`config.mk`:
```
export PLATFORM = sky130hd
export DESIGN_NAME = flash_status_id
export DESIGN_NICKNAME = d
export VERILOG_FILES = /design/src/rtl/flash_sid_pkg.sv /design/src/rtl/flash_sid_edges.sv /design/src/rtl/flash_sid_shifter.sv /design/src/rtl/flash_sid_cmd.sv /design/src/rtl/flash_status_id.sv
export SDC_FILE = /design/constraint.sdc
export NUM_CORES = 1
export LEC_CHECK = 0
export ABC_AREA = 1
export CORE_MARGIN = 2
export CORE_UTILIZATION = 50
export CTS_BUF_LIST = sky130_fd_sc_hd__clkbuf_8
export DETAILED_ROUTE_END_ITERATION = 8
export DONT_BUFFER_PORTS = 1
export PLACE_DENSITY_LB_ADDON = 0.2
export REMOVE_ABC_BUFFERS = 1
export SYNTH_ARGS = -nofsm -noshare
export SYNTH_HDL_FRONTEND = slang
export SYNTH_SLANG_ARGS = --single-unit
```
`constraint.sdc`:
```
create_clock -name clk -period 1.4 [get_ports clk]
set_input_delay 0.28 -clock clk [delete_from_list [all_inputs] [get_ports clk]]
set_output_delay 0.28 -clock clk [all_outputs]
set_load 0.01 [all_outputs]
```
`src/rtl/flash_sid_pkg.sv`:
```
package flash_sid_pkg;

    localparam int BYTE_W = 8;
    localparam int IDX_W  = 3;

    localparam logic [7:0] OP_RDSR = 8'h05;
    localparam logic [7:0] OP_WRSR = 8'h01;
    localparam logic [7:0] OP_WREN = 8'h06;
    localparam logic [7:0] OP_WRDI = 8'h04;
    localparam logic [7:0] OP_JDID = 8'h9F;
    localparam logic [7:0] OP_RSID = 8'hAB;
    localparam logic [7:0] OP_ODID = 8'h90;

    typedef struct packed {
        logic       lock;
        logic       cprog;
        logic [3:0] prot;
        logic       wel;
        logic       wip;
    } status_t;

    typedef enum logic [1:0] {
        WR_NONE = 2'd0,
        WR_ONE  = 2'd1,
        WR_TWO  = 2'd2,
        WR_OVER = 2'd3
    } wr_cnt_e;

    function automatic logic [7:0] resp_byte(
        input logic [7:0]       op,
        input logic [IDX_W-1:0] idx,
        input logic             sel_zero,
        input status_t          st,
        input logic [7:0]       mfr,
        input logic [7:0]       mtype,
        input logic [7:0]       dev
    );
        logic [7:0] r;
        r = 8'h00;
        case (op)
            OP_RDSR: r = st;
            OP_JDID: begin
                if (idx == 3'd1) r = mfr;
                if (idx == 3'd2) r = mtype;
                if (idx == 3'd3) r = dev;
            end
            OP_RSID: if (idx == 3'd4) r = dev;
            OP_ODID: begin
                if (idx == 3'd4) r = sel_zero ? mfr : dev;
                if (idx == 3'd5) r = sel_zero ? dev : mfr;
            end
            default: r = 8'h00;
        endcase
        return r;
    endfunction

endpackage

```
`src/rtl/flash_sid_edges.sv`:
```
module flash_sid_edges (
    input  logic clk,
    input  logic rst,
    input  logic sck,
    input  logic cs_n,
    output logic sck_rise,
    output logic sck_fall,
    output logic cs_rise
);
    logic sck_q;
    logic cs_q;

    always_ff @(posedge clk) begin
        if (rst) begin
            sck_q <= 1'b0;
            cs_q  <= 1'b1;
        end else begin
            sck_q <= sck;
            cs_q  <= cs_n;
        end
    end

    assign sck_rise = sck & ~sck_q & ~cs_n;
    assign sck_fall = ~sck & sck_q & ~cs_n;
    assign cs_rise  = cs_n & ~cs_q;
endmodule

```
`src/rtl/flash_sid_shifter.sv`:
```
module flash_sid_shifter
    import flash_sid_pkg::*;
(
    input  logic              clk,
    input  logic              rst,
    input  logic              cs_n,
    input  logic              sck_rise,
    input  logic              sck_fall,
    input  logic              mosi,
    input  logic [BYTE_W-1:0] resp,
    output logic              byte_done,
    output logic [BYTE_W-1:0] byte_val,
    output logic              bit_aligned,
    output logic              miso
);
    localparam int CNT_W = $clog2(BYTE_W);

    logic [BYTE_W-1:0] rx;
    logic [BYTE_W-1:0] tx;
    logic [CNT_W-1:0]  cnt;

    always_ff @(posedge clk) begin
        if (rst || cs_n) begin
            rx  <= '0;
            cnt <= '0;
        end else if (sck_rise) begin
            rx  <= byte_val;
            cnt <= cnt + 1'b1;
        end
    end

    always_ff @(posedge clk) begin
        if (rst || cs_n) begin
            tx <= '0;
        end else if (sck_fall) begin
            if (cnt == '0) tx <= resp;
            else           tx <= {tx[BYTE_W-2:0], 1'b0};
        end
    end

    assign byte_val    = {rx[BYTE_W-2:0], mosi};
    assign byte_done   = sck_rise && (cnt == CNT_W'(BYTE_W - 1));
    assign bit_aligned = (cnt == '0);
    assign miso        = tx[BYTE_W-1];
endmodule

```
`src/rtl/flash_sid_cmd.sv`:
```
module flash_sid_cmd
    import flash_sid_pkg::*;
#(
    parameter logic [7:0] MFR_ID   = 8'hC2,
    parameter logic [7:0] MEM_TYPE = 8'h20,
    parameter logic [7:0] DEV_ID   = 8'h17
) (
    input  logic              clk,
    input  logic              rst,
    input  logic              cs_n,
    input  logic              cs_rise,
    input  logic              byte_done,
    input  logic [BYTE_W-1:0] byte_val,
    input  logic              bit_aligned,
    input  logic              busy,
    output status_t           stat,
    output logic [BYTE_W-1:0] resp,
    output logic              opcode_phase
);
    localparam logic [IDX_W-1:0] IDX_MAX = '1;

    logic [7:0]       cmd;
    logic [IDX_W-1:0] idx;
    logic             sel_zero;
    logic [7:0]       wr_data;
    wr_cnt_e          wr_cnt;
    logic             wel;
    logic             lock;
    logic             cprog;
    logic [3:0]       prot;
    logic             commit;

    assign commit = cs_rise && (cmd == OP_WRSR) && bit_aligned &&
                    (wr_cnt == WR_ONE || wr_cnt == WR_TWO) && wel && !lock;

    always_ff @(posedge clk) begin
        if (rst) begin
            cmd      <= '0;
            idx      <= '0;
            sel_zero <= 1'b1;
            wr_data  <= '0;
            wr_cnt   <= WR_NONE;
            wel      <= 1'b0;
            lock     <= 1'b0;
            cprog    <= 1'b0;
            prot     <= '0;
        end else begin
            if (commit) begin
                lock  <= wr_data[7];
                cprog <= wr_data[6];
                prot  <= wr_data[5:2];
                wel   <= 1'b0;
            end
            if (cs_n) begin
                cmd      <= '0;
                idx      <= '0;
                sel_zero <= 1'b1;
                wr_cnt   <= WR_NONE;
            end else if (byte_done) begin
                if (idx == '0) begin
                    cmd <= byte_val;
                    if (byte_val == OP_WREN) wel <= 1'b1;
                    if (byte_val == OP_WRDI) wel <= 1'b0;
                end else begin
                    if (cmd == OP_WRSR) begin
                        if (idx == IDX_W'(1)) wr_data <= byte_val;
                        if (wr_cnt != WR_OVER) wr_cnt <= wr_cnt_e'(wr_cnt + 2'd1);
                    end
                    if (cmd == OP_ODID && idx == IDX_W'(3))
                        sel_zero <= (byte_val == 8'h00);
                end
                if (idx != IDX_MAX) idx <= idx + 1'b1;
            end
        end
    end

    assign stat = '{lock: lock, cprog: cprog, prot: prot, wel: wel, wip: busy};
    assign resp = resp_byte(cmd, idx, sel_zero, stat, MFR_ID, MEM_TYPE, DEV_ID);
    assign opcode_phase = (idx == '0);
endmodule

```
`src/rtl/flash_status_id.sv`:
```
module flash_status_id
    import flash_sid_pkg::*;
#(
    parameter logic [7:0] MFR_ID   = 8'hC2,
    parameter logic [7:0] MEM_TYPE = 8'h20,
    parameter logic [7:0] DEV_ID   = 8'h17
) (
    input  logic clk,
    input  logic rst,
    input  logic cs_n,
    input  logic sck,
    input  logic mosi,
    input  logic busy,
    output logic miso
);
    logic              sck_rise;
    logic              sck_fall;
    logic              cs_rise;
    logic              byte_done;
    logic [BYTE_W-1:0] byte_val;
    logic              bit_aligned;
    logic [BYTE_W-1:0] resp;
    status_t           stat;
    logic              opcode_phase;

    flash_sid_edges u_edges (
        .clk(clk), .rst(rst), .sck(sck), .cs_n(cs_n),
        .sck_rise(sck_rise), .sck_fall(sck_fall), .cs_rise(cs_rise)
    );

    flash_sid_shifter u_shift (
        .clk(clk), .rst(rst), .cs_n(cs_n),
        .sck_rise(sck_rise), .sck_fall(sck_fall), .mosi(mosi), .resp(resp),
        .byte_done(byte_done), .byte_val(byte_val),
        .bit_aligned(bit_aligned), .miso(miso)
    );

    flash_sid_cmd #(
        .MFR_ID(MFR_ID), .MEM_TYPE(MEM_TYPE), .DEV_ID(DEV_ID)
    ) u_cmd (
        .clk(clk), .rst(rst), .cs_n(cs_n), .cs_rise(cs_rise),
        .byte_done(byte_done), .byte_val(byte_val), .bit_aligned(bit_aligned),
        .busy(busy), .stat(stat), .resp(resp), .opcode_phase(opcode_phase)
    );
endmodule

```
==> results.tsv <==
stage	metric	value	unit
timing	setup_ws	-0.0453	ns
floorplan	start_util	51.1	%
placement	dpl_cell_area	0.00262	mm2
route	drc	1	
final_layout	nNetsFinal	398	
synth	synthCells	336	
timing	period_share	103	%
synth	yosysWarningCount	0	
clock_tree	cts_root_buf	clkbuf_8	
synth	yosysUniqueCellTypes	28	
global_routing	antenna_found_initial	0	
route	drt-total-wl	6090	um
power	p_leak	0.00142	uW
floorplan	fp-row-count	25	
timing	worst_pin_slew	0.332	ns
global_routing	grt_max_degree	18	
min_path	hold_class	in2reg	
global_routing	gr-usage-all-layers	22.5	%
power	peakVddDrop	0.652	mV
timing	fmax	692	MHz
worst_setup_path	worstPathArrival	1.69	ns
route	ant_nets	0	
synth	synth-seq-cells	47	
placement	gp_congestion	0.802	
floorplan	io_pins	7	
placement	dpl_worst_slack	-0.143	ns
clock_tree	hold_buffers	0	
run_status	violations	DRC, setup timing	
floorplan	die_area	0.00533	mm2
timing	min_period	1.45	ns
worst_setup_path	worst-path-max-fanout	3	
job	maxCapViolations	0	
worst_setup_path	critPathTopFamily	simple AND/OR/NAND/NOR gates	
global_routing	gr-total-overflow	0	
worst_setup_path	crit_type	reg2reg	
route	wl_per_cell	13.9	um
floorplan	fp.dieW	73.0	um
route	routed_via_density	5.29	
placement	io_buffer_count	0	
worst_setup_path	crit_chain	inv_4, ha_4, nand2_4, buf_6, nor3_2, nand3_1, nand3_1, nand2_1, a21oi_2	
final_layout	fin_area	0.00327	mm2
timing	hold_violations	0	
worst_setup_path	setup.worst_path.start_class	flop	
global_routing	grt_pass1_vias	2014	
final_layout	syn_to_final_growth	37.2	%
synth	synth_area_leaders	dfxtp_1 40%, nand2_1 9.9%, a21oi_1 8.4%	
synth	synth.avg_cell_area	7.09	um2
global_routing	grt_pass1_wl	9230	um
worst_setup_path	crit_top_cell	nand3_1	
worst_setup_path	end_kind	flop	
synth	ys_seq_area_share	39.5	%
final_layout	num_antenna_cells	0	
worst_setup_path	worstPathRequired	1.65	ns
worst_setup_path	max_stage_delay	0.35	ns
clock_tree	clk_pin_slew_worst_paths	0.09	ns
worst_setup_path	slowest_stage	dfxtp_2	
clock_tree	clock_path_buffers	2	
timing	setup-violations-final	11	
clock_tree	numCtsBuffers	5	
final_layout	drive_above_1_share	38.9	%
timing	slew_headroom	77.9	%
timing	slew_violations	0	
power	powerDensity	834	mW/mm2
synth	synth_top_area_share	39.5	%
worst_setup_path	path_buf_inv	2	
run_status	outcome	complete, but fails checks	
floorplan	die-height	73.0	um
synth	yosysTopAreaCell	dfxtp_1	
floorplan	coreArea	0.00466	mm2
placement	dpl.hpwl	3840	um
timing	rsz0062_at_grt	true	
clock_tree	clkLatencyLatePin	0.30	ns
clock_tree	cts_tree	yes	
synth	synth_area	0.00238	mm2
clock_tree	clock_sinks	47	
route	firstDrtPassIters	6	
timing	finClkSkew	0.00481	ns
route	dr_total_vias	2313	
clock_tree	htreeDepth	2	
route	drtIter0Drc	209	
## worst reg2reg max path: cells and delay by family (launching register included)
family                     cells  cell delay [ns]
AOI/OAI and AO/OA              1             0.12
adders and majority gates      1             0.16
buffers and inverters          2             0.21
DFF                            1             0.35
and+or+nand+nor                5             0.55
## layout by cell type, fill, tap and decap left out, types with 2 or more instances in the layout
cell type and n:
a21oi_1 30, a21oi_2 9, buf_4 36, buf_6 7, bufinv_16 2, clkbuf_8 5, clkinvlp_4 2, dfxtp_1 39
dfxtp_2 8, ha_1 4, ha_4 5, inv_1 31, inv_2 13, inv_4 3, nand2_1 46, nand2_2 18
nand2_4 5, nand3_1 13, nand3_2 6, nand3_4 3, nand4_1 6, nor2_1 27, nor2_2 8, nor2_4 6
nor3_1 2, nor3_4 4, o21ai_0 21, o21ai_1 13
## state kept, by name, indices dropped and copies added, names as in the netlist
name	cells
u_shift.rx	7
u_cmd.cmd	8
u_edges.cs_q	1
u_edges.sck_q	1
u_cmd.wr_cnt	2
u_cmd.lock	1
u_cmd.prot	4
u_cmd.cprog	1
u_cmd.sel_zero	1
u_shift.cnt	3
u_shift.tx	8
u_cmd.wr_data	6
u_cmd.idx	3
u_cmd.wel	1
## path summary, 6_finish.rpt
| path | slack [ns] | end | cells past startpoint | startpoint |
|---|---|---|---|---|
| worst max-delay path | -0.05 | u_shift.tx[7] | 9 | u_cmd.idx[1] |
| worst min-delay path | 0.03 | u_cmd.lock | 1 | rst |
| worst max register to register | -0.05 | u_shift.tx[7] | 9 | u_cmd.idx[1] |
| worst min register to register | 0.48 | u_cmd.cmd[1] | 2 | u_cmd.cmd[1] |
## through the flow
step | hold WS (ns) | cells | TNS, ns | utilization (%) | total power [uW]
4_1_cts | 0.0203 | 427 | 0 | 62.8 | 2710
5_1_grt | 0.00761 | 437 | -2.14 | 70.1 | 2800
6_report | 0.0314 | 437 | -0.121 | 70.1 | 2720
3_5_place_dp | 0.352 | 412 | -1.93 | 56.3 | 1510
3_3_place_gp | 0.352 | 412 | -0.937 | 56.3 | 1510
2_1_floorplan | 0.349 | 329 | -0.144 | - | 1470
## layer usage
metal | share of wire, % | global-route usage (%) | wire length, um
met5 | 0 | 0 | 0
met4 | 2.8 | 9.05 | 170
met3 | 3.5 | 5.25 | 211
met2 | 49 | 36.3 | 3010
met1 | 44 | 28.8 | 2690
## synthesized netlist by cell type, drive strengths merged
master	count
nor3	7
a21oi	40
nand3	21
nor2	42
clkbuf	2
o21bai	1
o22ai	1
nand3b	1
or2	1
dfxtp	47
o21ai	35
nand4	6
ha	10
inv	48
xnor2	1
buf	5
nand2	68
## what timing repair did
item | CTS | global route
setup buffers | 5 | 10
pin swaps | 9 | 26
resized for setup | 39 | 79
endpoints found under the setup margin | 31 | 31
cloned | 2 | 0
## where the power goes
part / internal [uW] / switching, uW
logic: 66.8 / 93.9
registers: 1350 / 15.1
clock network: 712 / 482
total: 2130 / 591
## kinds of logic (layout without fill, tap and decap cells)
kind of cell,Yosys count,in the layout,share of synthesized area (%)
simple gates,146,148,29.2
compound gates,77,77,16.3
buf+inv,55,100,9.35
flops,47,47,39.5
fa+ha+maj,10,10,5.25
xor+xnor,1,1,0.368
## final cells by class
class / instances / area (um2)
Tap cell: 54 / 67.6
Clock buffer: 5 / 68.8
Sequential cell: 47 / 951
Inverter: 48 / 191
Multi-Input combinational cell: 236 / 1550
Clock inverter: 3 / 67.6
Fill cell: 349 / 1400
Timing Repair Buffer: 44 / 369
Note: power is estimated with default switching activity, not from simulation.
